### config.mk
export PLATFORM = sky130hd
export DESIGN_NAME = spi_boot_reader
export DESIGN_NICKNAME = d
export VERILOG_FILES = /design/src/rtl/spi_boot_pkg.sv /design/src/rtl/spi_boot_tick.sv /design/src/rtl/spi_boot_link.sv /design/src/rtl/spi_boot_reader.sv
export SDC_FILE = /design/constraint.sdc
export NUM_CORES = 1
export LEC_CHECK = 0
export CORE_UTILIZATION = 64
export DETAILED_ROUTE_END_ITERATION = 8
export DONT_BUFFER_PORTS = 1
export PLACE_DENSITY = 0.8
export SYNTH_ARGS = -nofsm -noshare
export SYNTH_HDL_FRONTEND = slang
export SYNTH_SLANG_ARGS = --single-unit
### constraint.sdc
create_clock -name clk -period 4.87 [get_ports clk]
set_input_delay 0.7305 -clock clk [delete_from_list [all_inputs] [get_ports clk]]
set_output_delay 0.7305 -clock clk [all_outputs]
set_load 0.1 [all_outputs]
### src/rtl/spi_boot_pkg.sv
package spi_boot_pkg;

   localparam logic [7:0] OP_EXIT   = 8'hFF;
   localparam logic [7:0] OP_RST_EN = 8'h66;
   localparam logic [7:0] OP_RST    = 8'h99;
   localparam logic [7:0] OP_WAKE   = 8'hAB;
   localparam logic [7:0] OP_STATUS = 8'h05;
   localparam logic [7:0] OP_READ   = 8'h03;

   localparam int TXW = 32;

   typedef enum logic [3:0] {
      SEQ_IDLE, SEQ_EXIT8, SEQ_EXIT16, SEQ_RST_EN, SEQ_RST,
      SEQ_WAKE, SEQ_STAT, SEQ_READ, SEQ_DONE, SEQ_FAIL
   } seq_state_e;

   typedef enum logic [1:0] {
      LNK_IDLE, LNK_TX, LNK_RX, LNK_GAP
   } link_state_e;

endpackage

### src/rtl/spi_boot_tick.sv
module spi_boot_tick #(
   parameter int DIV_W = 8
) (
   input  logic             clk,
   input  logic             rst_n,
   input  logic             run_i,
   input  logic [DIV_W-1:0] div_i,
   output logic             tick_o
);

   logic [DIV_W-1:0] cnt_q;

   generate
      if (DIV_W < 1) begin : g_bad_div
         $error("spi_boot_tick: DIV_W must be at least 1");
      end
   endgenerate

   always_ff @(posedge clk or negedge rst_n) begin
      if (!rst_n)              cnt_q <= '0;
      else if (!run_i)         cnt_q <= '0;
      else if (cnt_q == div_i) cnt_q <= '0;
      else                     cnt_q <= cnt_q + 1'b1;
   end

   assign tick_o = run_i && (cnt_q == div_i);

endmodule

### src/rtl/spi_boot_link.sv
module spi_boot_link
   import spi_boot_pkg::*;
#(
   parameter int CNT_W = 16
) (
   input  logic             clk,
   input  logic             rst_n,
   input  logic             go_i,
   input  logic [TXW-1:0]   tx_word_i,
   input  logic [5:0]       tx_bits_i,
   input  logic [CNT_W-1:0] rx_bytes_i,
   input  logic             tick_i,
   output logic             run_o,
   output logic             sclk_o,
   output logic             csn_o,
   output logic             dq_o,
   output logic             dq_oe_o,
   input  logic             dq_i,
   output logic [7:0]       rx_byte_o,
   output logic             rx_valid_o,
   output logic             fin_o
);

   localparam logic [CNT_W-1:0] ONE_B = 1;

   link_state_e      st_q;
   logic [TXW-1:0]   tx_sh_q;
   logic [5:0]       bits_left_q;
   logic [CNT_W-1:0] bytes_left_q;
   logic [7:0]       rx_sh_q;
   logic [2:0]       rx_cnt_q;

   always_ff @(posedge clk or negedge rst_n) begin
      if (!rst_n) begin
         st_q         <= LNK_IDLE;
         sclk_o       <= 1'b0;
         csn_o        <= 1'b1;
         dq_o         <= 1'b0;
         dq_oe_o      <= 1'b0;
         tx_sh_q      <= '0;
         bits_left_q  <= '0;
         bytes_left_q <= '0;
         rx_sh_q      <= '0;
         rx_cnt_q     <= '0;
         rx_byte_o    <= '0;
         rx_valid_o   <= 1'b0;
         fin_o        <= 1'b0;
      end else begin
         rx_valid_o <= 1'b0;
         fin_o      <= 1'b0;
         case (st_q)
            LNK_IDLE: begin
               if (go_i) begin
                  csn_o        <= 1'b0;
                  dq_oe_o      <= 1'b1;
                  dq_o         <= tx_word_i[TXW-1];
                  tx_sh_q      <= tx_word_i << 1;
                  bits_left_q  <= tx_bits_i;
                  bytes_left_q <= rx_bytes_i;
                  st_q         <= LNK_TX;
               end
            end
            LNK_TX: begin
               if (tick_i) begin
                  if (!sclk_o) begin
                     sclk_o      <= 1'b1;
                     bits_left_q <= bits_left_q - 6'd1;
                  end else begin
                     sclk_o <= 1'b0;
                     if (bits_left_q == 6'd0) begin
                        dq_oe_o <= 1'b0;
                        dq_o    <= 1'b0;
                        if (bytes_left_q == '0) begin
                           csn_o <= 1'b1;
                           st_q  <= LNK_GAP;
                        end else begin
                           rx_cnt_q <= '0;
                           st_q     <= LNK_RX;
                        end
                     end else begin
                        dq_o    <= tx_sh_q[TXW-1];
                        tx_sh_q <= tx_sh_q << 1;
                     end
                  end
               end
            end
            LNK_RX: begin
               if (tick_i) begin
                  if (!sclk_o) begin
                     sclk_o   <= 1'b1;
                     rx_sh_q  <= {rx_sh_q[6:0], dq_i};
                     rx_cnt_q <= rx_cnt_q + 3'd1;
                     if (rx_cnt_q == 3'd7) begin
                        rx_byte_o    <= {rx_sh_q[6:0], dq_i};
                        rx_valid_o   <= 1'b1;
                        bytes_left_q <= bytes_left_q - ONE_B;
                     end
                  end else begin
                     sclk_o <= 1'b0;
                     if (bytes_left_q == '0) begin
                        csn_o <= 1'b1;
                        st_q  <= LNK_GAP;
                     end
                  end
               end
            end
            default: begin
               if (tick_i) begin
                  st_q  <= LNK_IDLE;
                  fin_o <= 1'b1;
               end
            end
         endcase
      end
   end

   assign run_o = (st_q != LNK_IDLE);

endmodule

### src/rtl/spi_boot_reader.sv
module spi_boot_reader
   import spi_boot_pkg::*;
#(
   parameter int          CNT_W      = 16,
   parameter int          DIV_W      = 8,
   parameter int          POLL_W     = 16,
   parameter logic [23:0] START_ADDR = 24'h000000
) (
   input  logic              clk,
   input  logic              rst_n,
   input  logic              start_i,
   input  logic [CNT_W-1:0]  byte_count_i,
   input  logic [DIV_W-1:0]  clk_div_i,
   input  logic [POLL_W-1:0] poll_limit_i,
   output logic              sclk_o,
   output logic              csn_o,
   output logic              dq_o,
   output logic              dq_oe_o,
   input  logic              dq_i,
   output logic [7:0]        data_o,
   output logic              data_valid_o,
   output logic              done_o,
   output logic              error_o
);

   generate
      if (CNT_W < 1 || POLL_W < 1) begin : g_bad_width
         $error("spi_boot_reader: CNT_W and POLL_W must be at least 1");
      end
   endgenerate

   seq_state_e        st_q;
   logic              go_q;
   logic [CNT_W-1:0]  count_q;
   logic [DIV_W-1:0]  div_q;
   logic [POLL_W-1:0] limit_q;
   logic [POLL_W-1:0] polls_q;
   logic [7:0]        stat_q;

   logic [TXW-1:0]    tx_word;
   logic [5:0]        tx_bits;
   logic [CNT_W-1:0]  rx_bytes;
   logic              run, tick, fin, rx_valid;
   logic [7:0]        rx_byte;
   logic              accept;
   logic              limit_hit;

   always_comb begin
      tx_word  = {OP_EXIT, 24'h0};
      tx_bits  = 6'd8;
      rx_bytes = '0;
      case (st_q)
         SEQ_EXIT16: begin tx_word = {OP_EXIT, OP_EXIT, 16'h0}; tx_bits = 6'd16; end
         SEQ_RST_EN: tx_word = {OP_RST_EN, 24'h0};
         SEQ_RST:    tx_word = {OP_RST, 24'h0};
         SEQ_WAKE:   tx_word = {OP_WAKE, 24'h0};
         SEQ_STAT: begin
            tx_word  = {OP_STATUS, 24'h0};
            rx_bytes = {{(CNT_W-1){1'b0}}, 1'b1};
         end
         SEQ_READ: begin
            tx_word  = {OP_READ, START_ADDR};
            tx_bits  = 6'd32;
            rx_bytes = count_q;
         end
         default: ;
      endcase
   end

   assign accept    = start_i && (st_q == SEQ_IDLE || st_q == SEQ_DONE || st_q == SEQ_FAIL);
   assign limit_hit = ({1'b0, polls_q} + 1'b1) >= {1'b0, limit_q};

   always_ff @(posedge clk or negedge rst_n) begin
      if (!rst_n) begin
         st_q    <= SEQ_IDLE;
         go_q    <= 1'b0;
         count_q <= '0;
         div_q   <= '0;
         limit_q <= '0;
         polls_q <= '0;
         stat_q  <= '0;
         done_o  <= 1'b0;
         error_o <= 1'b0;
      end else begin
         go_q <= 1'b0;
         if (rx_valid && st_q == SEQ_STAT) stat_q <= rx_byte;
         if (accept) begin
            done_o  <= 1'b0;
            error_o <= 1'b0;
            polls_q <= '0;
            count_q <= byte_count_i;
            div_q   <= clk_div_i;
            limit_q <= poll_limit_i;
            st_q    <= SEQ_EXIT8;
            go_q    <= 1'b1;
         end else if (fin) begin
            go_q <= 1'b1;
            case (st_q)
               SEQ_EXIT8:  st_q <= SEQ_EXIT16;
               SEQ_EXIT16: st_q <= SEQ_RST_EN;
               SEQ_RST_EN: st_q <= SEQ_RST;
               SEQ_RST:    st_q <= SEQ_WAKE;
               SEQ_WAKE:   st_q <= SEQ_STAT;
               SEQ_STAT: begin
                  if (!stat_q[0]) begin
                     st_q <= SEQ_READ;
                  end else if (limit_hit) begin
                     st_q    <= SEQ_FAIL;
                     error_o <= 1'b1;
                     go_q    <= 1'b0;
                  end else begin
                     polls_q <= polls_q + 1'b1;
                  end
               end
               default: begin
                  st_q   <= SEQ_DONE;
                  done_o <= 1'b1;
                  go_q   <= 1'b0;
               end
            endcase
         end
      end
   end

   spi_boot_tick #(.DIV_W(DIV_W)) i_tick (
      .clk    (clk),
      .rst_n  (rst_n),
      .run_i  (run),
      .div_i  (div_q),
      .tick_o (tick)
   );

   spi_boot_link #(.CNT_W(CNT_W)) i_link (
      .clk        (clk),
      .rst_n      (rst_n),
      .go_i       (go_q),
      .tx_word_i  (tx_word),
      .tx_bits_i  (tx_bits),
      .rx_bytes_i (rx_bytes),
      .tick_i     (tick),
      .run_o      (run),
      .sclk_o     (sclk_o),
      .csn_o      (csn_o),
      .dq_o       (dq_o),
      .dq_oe_o    (dq_oe_o),
      .dq_i       (dq_i),
      .rx_byte_o  (rx_byte),
      .rx_valid_o (rx_valid),
      .fin_o      (fin)
   );

   assign data_o       = rx_byte;
   assign data_valid_o = rx_valid && (st_q == SEQ_READ);

endmodule

==> results.sh <==
export IMPL_outcome="finished, final reports clean"
export IMPL_die_y_um=107.6
export IMPL_ys_dominant_reg_cell="dfrtp_1"
export IMPL_clkSinkCount=135
export IMPL_routed_via_density=6.292
export IMPL_use_met1_pct=39.39
export IMPL_fin_util_pct=72.28
export IMPL_yosysTopAreaCell="dfrtp_1"
export IMPL_cp_data_arrival_time_ps=4560
export IMPL_synth_mux_area_share_pct=5.047
export IMPL_synth_edf_count=0
export IMPL_dpl_worst_slack_ps=790.7
export IMPL_power_density_nw_per_um2=306.7
export IMPL_final_antenna_net_count=0
export IMPL_tightest_slew_ps=1143
export IMPL_synth_seq_area_share_pct=47.34
export IMPL_setup_tns_ps=0
export IMPL_fin_crit_sh_pct=85.95
export IMPL_h_tree_depth=4
export IMPL_clkTransAtPathRegs_ps=60
export IMPL_regToRegSetupSlack_ps=680
export IMPL_cap_violations=0
export IMPL_cts_path_max_buffers=2
export IMPL_synthAdderAreaFrac_pct=4.732
export IMPL_fmax_ghz=0.2389
export IMPL_area_growth_syn_to_layout_pct=9.744
export IMPL_finalSetupViolCount=0
export IMPL_synth_yosys_warnings=0
export IMPL_grt_util_all_layers_pct=30.88
export IMPL_ys_types=67
export IMPL_ios=59
export IMPL_finalMaxSlewViolations=0
export IMPL_hold_class="input pin to async pin"
export IMPL_first_pass_iters=7
export IMPL_root_buffer="clkbuf_8"
export IMPL_rows=38
export IMPL_fin_ws_ps=684.0
export IMPL_diodes=0
export IMPL_num_vias=5826
export IMPL_top_usage_layer="met2"
export IMPL_synth_area_um2=7139
export IMPL_syn_nets=852
export IMPL_grt_util_met2_pct=50.50
export IMPL_drc=0
export IMPL_syn_avg_cell_area_um2=9.141
export IMPL_clock_skew_final_ps=5.686
export IMPL_synth_compound_area_share_pct=14.25
export IMPL_synth_top_family_by_area="simple AND/OR/NAND/NOR gates"
export IMPL_start_kind="register"
export IMPL_clk_latency_ps=540
export IMPL_drive_above_1_share_pct=9.288
export IMPL_rsz0062_at_grt="no"
export IMPL_endpoint_kind="register"
export IMPL_cts_resized=0
export IMPL_nets=844
export IMPL_crit_type="register to register"
export IMPL_grt_overflow=0
export IMPL_worstPathMaxFanout=13
export IMPL_met3_usage_pct=7.022
export IMPL_fin_crit_ps=4186
export IMPL_dieArea_um2=11580
export IMPL_grt_pass1_vias=5777
export IMPL_p_leak_uw=0.003755
export IMPL_synth_seq_cells=135
export IMPL_cts_tree="built"
export IMPL_grt_first_pass_wirelength_um=27520
export IMPL_coreArea_um2=10840
export IMPL_relSlewSlack_pct=23.20
export IMPL_whs_ps=28.18
export IMPL_routabilityCongestion=0.9064
export IMPL_portBuffers=0
export IMPL_finalHoldViolCount=0
export IMPL_netlist_area_leader_share_pct=46.97
export IMPL_start_util_pct=65.86
export IMPL_wl_um=16340
export IMPL_ir_worst_vdd_mv=0.2820
export IMPL_grt_start_max_net_pins=135
export IMPL_synth_simple_gate_area_share_pct=20.59
export IMPL_drtIter0Drc=521
export IMPL_cts_buffers=17
export IMPL_cts_setup_buffers=0
export IMPL_die_width_um=107.6
export IMPL_synthArstFlopShare_pct=100.0
export IMPL_synth_xor_xnor_area_share_pct=3.680
export IMPL_synthTopCellsByArea="dfrtp_1, nand2_1, ha_1"
export IMPL_required_ps=5240
export IMPL_avgRoutedWirePerCell_um=17.65
export IMPL_antenna_found_initial=0
export IMPL_dp_hpwl_um=10860
export IMPL_synth_cells=781
## sequential cells by signal (all words and copies together), names as in the netlist, 7 cells and up
name / flops
i_tick.cnt_q: 8
i_link.tx_sh_q: 15
limit_q: 16
i_link.bytes_left_q: 16
i_link.rx_sh_q: 7
polls_q: 16
count_q: 16
i_link.rx_byte_o: 8
div_q: 8
## stage by stage
| stage | instances | cell area [um^2] | power [uW] |
|---|---|---|---|
| global route | 926 | 7835 | 2462 |
| floorplan | 781 | 7139 | 1148 |
| CTS | 926 | 7835 | 2410 |
| detailed placement | 893 | 7229 | 1148 |
| global placement | 893 | 7229 | 1148 |
| finish | 926 | 7835 | 2403 |
## worst max-delay path: stages (launching register included)
cell and delay, ps:
dfrtp_1 420, ha_1 300, nand3_4 140, or4_4 560
xnor2_1 200, ha_1 290, nand4_1 190, nor4_1 80
a311oi_1 440, o311ai_1 200, buf_4 220, nor2_1 700
o21ai_0 260
## path summary, 6_finish.rpt
check	from	to	depth (start not counted)
worst min register to register	count_q[11]	count_q[11]	2
max in group asynchronous	rst_n	i_link.st_q[0]	1
min in group clk	byte_count_i[5]	count_q[5]	2
worst min-delay path	rst_n	i_link.csn_o	0
worst max register to register	polls_q[0]	polls_q[1]	12
worst max-delay path	polls_q[0]	polls_q[1]	12
## power breakdown
| group | switching [uW] | leakage, uW | internal (uW) | total [uW] |
|---|---|---|---|---|
| sequential | 4.02 | 0.00173 | 1120 | 1130 |
| combinational | 20.5 | 0.00175 | 3.34 | 23.8 |
| clock | 508 | 0.000278 | 744 | 1250 |
## cell usage after synthesis, drive strengths merged, types with 3 or more instances
cell    count
o221ai      3
inv        43
ha         27
o21ai      45
mux2       24
or4         7
and4        3
o31ai       4
or3         3
a32oi       3
nand3      35
dfrtp     134
nand2     142
nand4      12
a211oi      4
a221o      11
a21o        4
and2        3
and3        9
a21oi      50
nor2b       3
mux2i       9
nor4        9
nor3       22
xnor2      23
buf         5
xor2        7
clkbuf     31
o311a       3
nand2b      4
nor2       58
a22oi       3
## area by class of cell
cell class,instances,area [um^2]
clock inverters,14,150.1
repair buffers,9,87.58
well taps,140,175.2
inverters,44,165.2
clock buffers,18,427.9
multi-input cells,566,3450
fillers,787,3005
flip-flops and latches,135,3379
## layout by cell type (no fill, tap or decap), types with 6 or more instances in the layout
master,synthesis,routed
nand3_1,34,34
a21oi_1,50,50
nor2_1,58,58
and3_1,9,8
nor3_1,22,22
mux2_2,24,24
dfrtp_1,134,134
buf_4,0,8
ha_1,27,27
inv_1,43,43
o21ai_0,44,44
a221o_1,11,11
clkbuf_16,0,16
xnor2_1,23,23
or4_1,6,6
mux2i_1,9,9
nand2_1,142,142
nand4_1,12,12
nor4_1,8,8
xor2_1,7,7
## routing by layer
metal  share of wire [%]  routed length, um
met1                  42               6908
met2                  49               8067
met3                 6.1                993
met4                 2.3                371
met5                   0                  0
## what timing repair did
item,in CTS,in global routing
hold endpoints to repair,134,0
setup endpoints to repair,0,0
hold buffers,1,0
## kinds of logic (layout without fill, tap and decap cells)
group	count (synthesis)	after routing
DFF	135	135
and+or+nand+nor	318	318
xor gates and xnor gates	30	30
AOI/OAI and AO/OA	158	158
buffers and inverters	80	85
muxes	33	33
adders and majority gates	27	27
No activity file was read; power rests on OpenSTA's default activity.
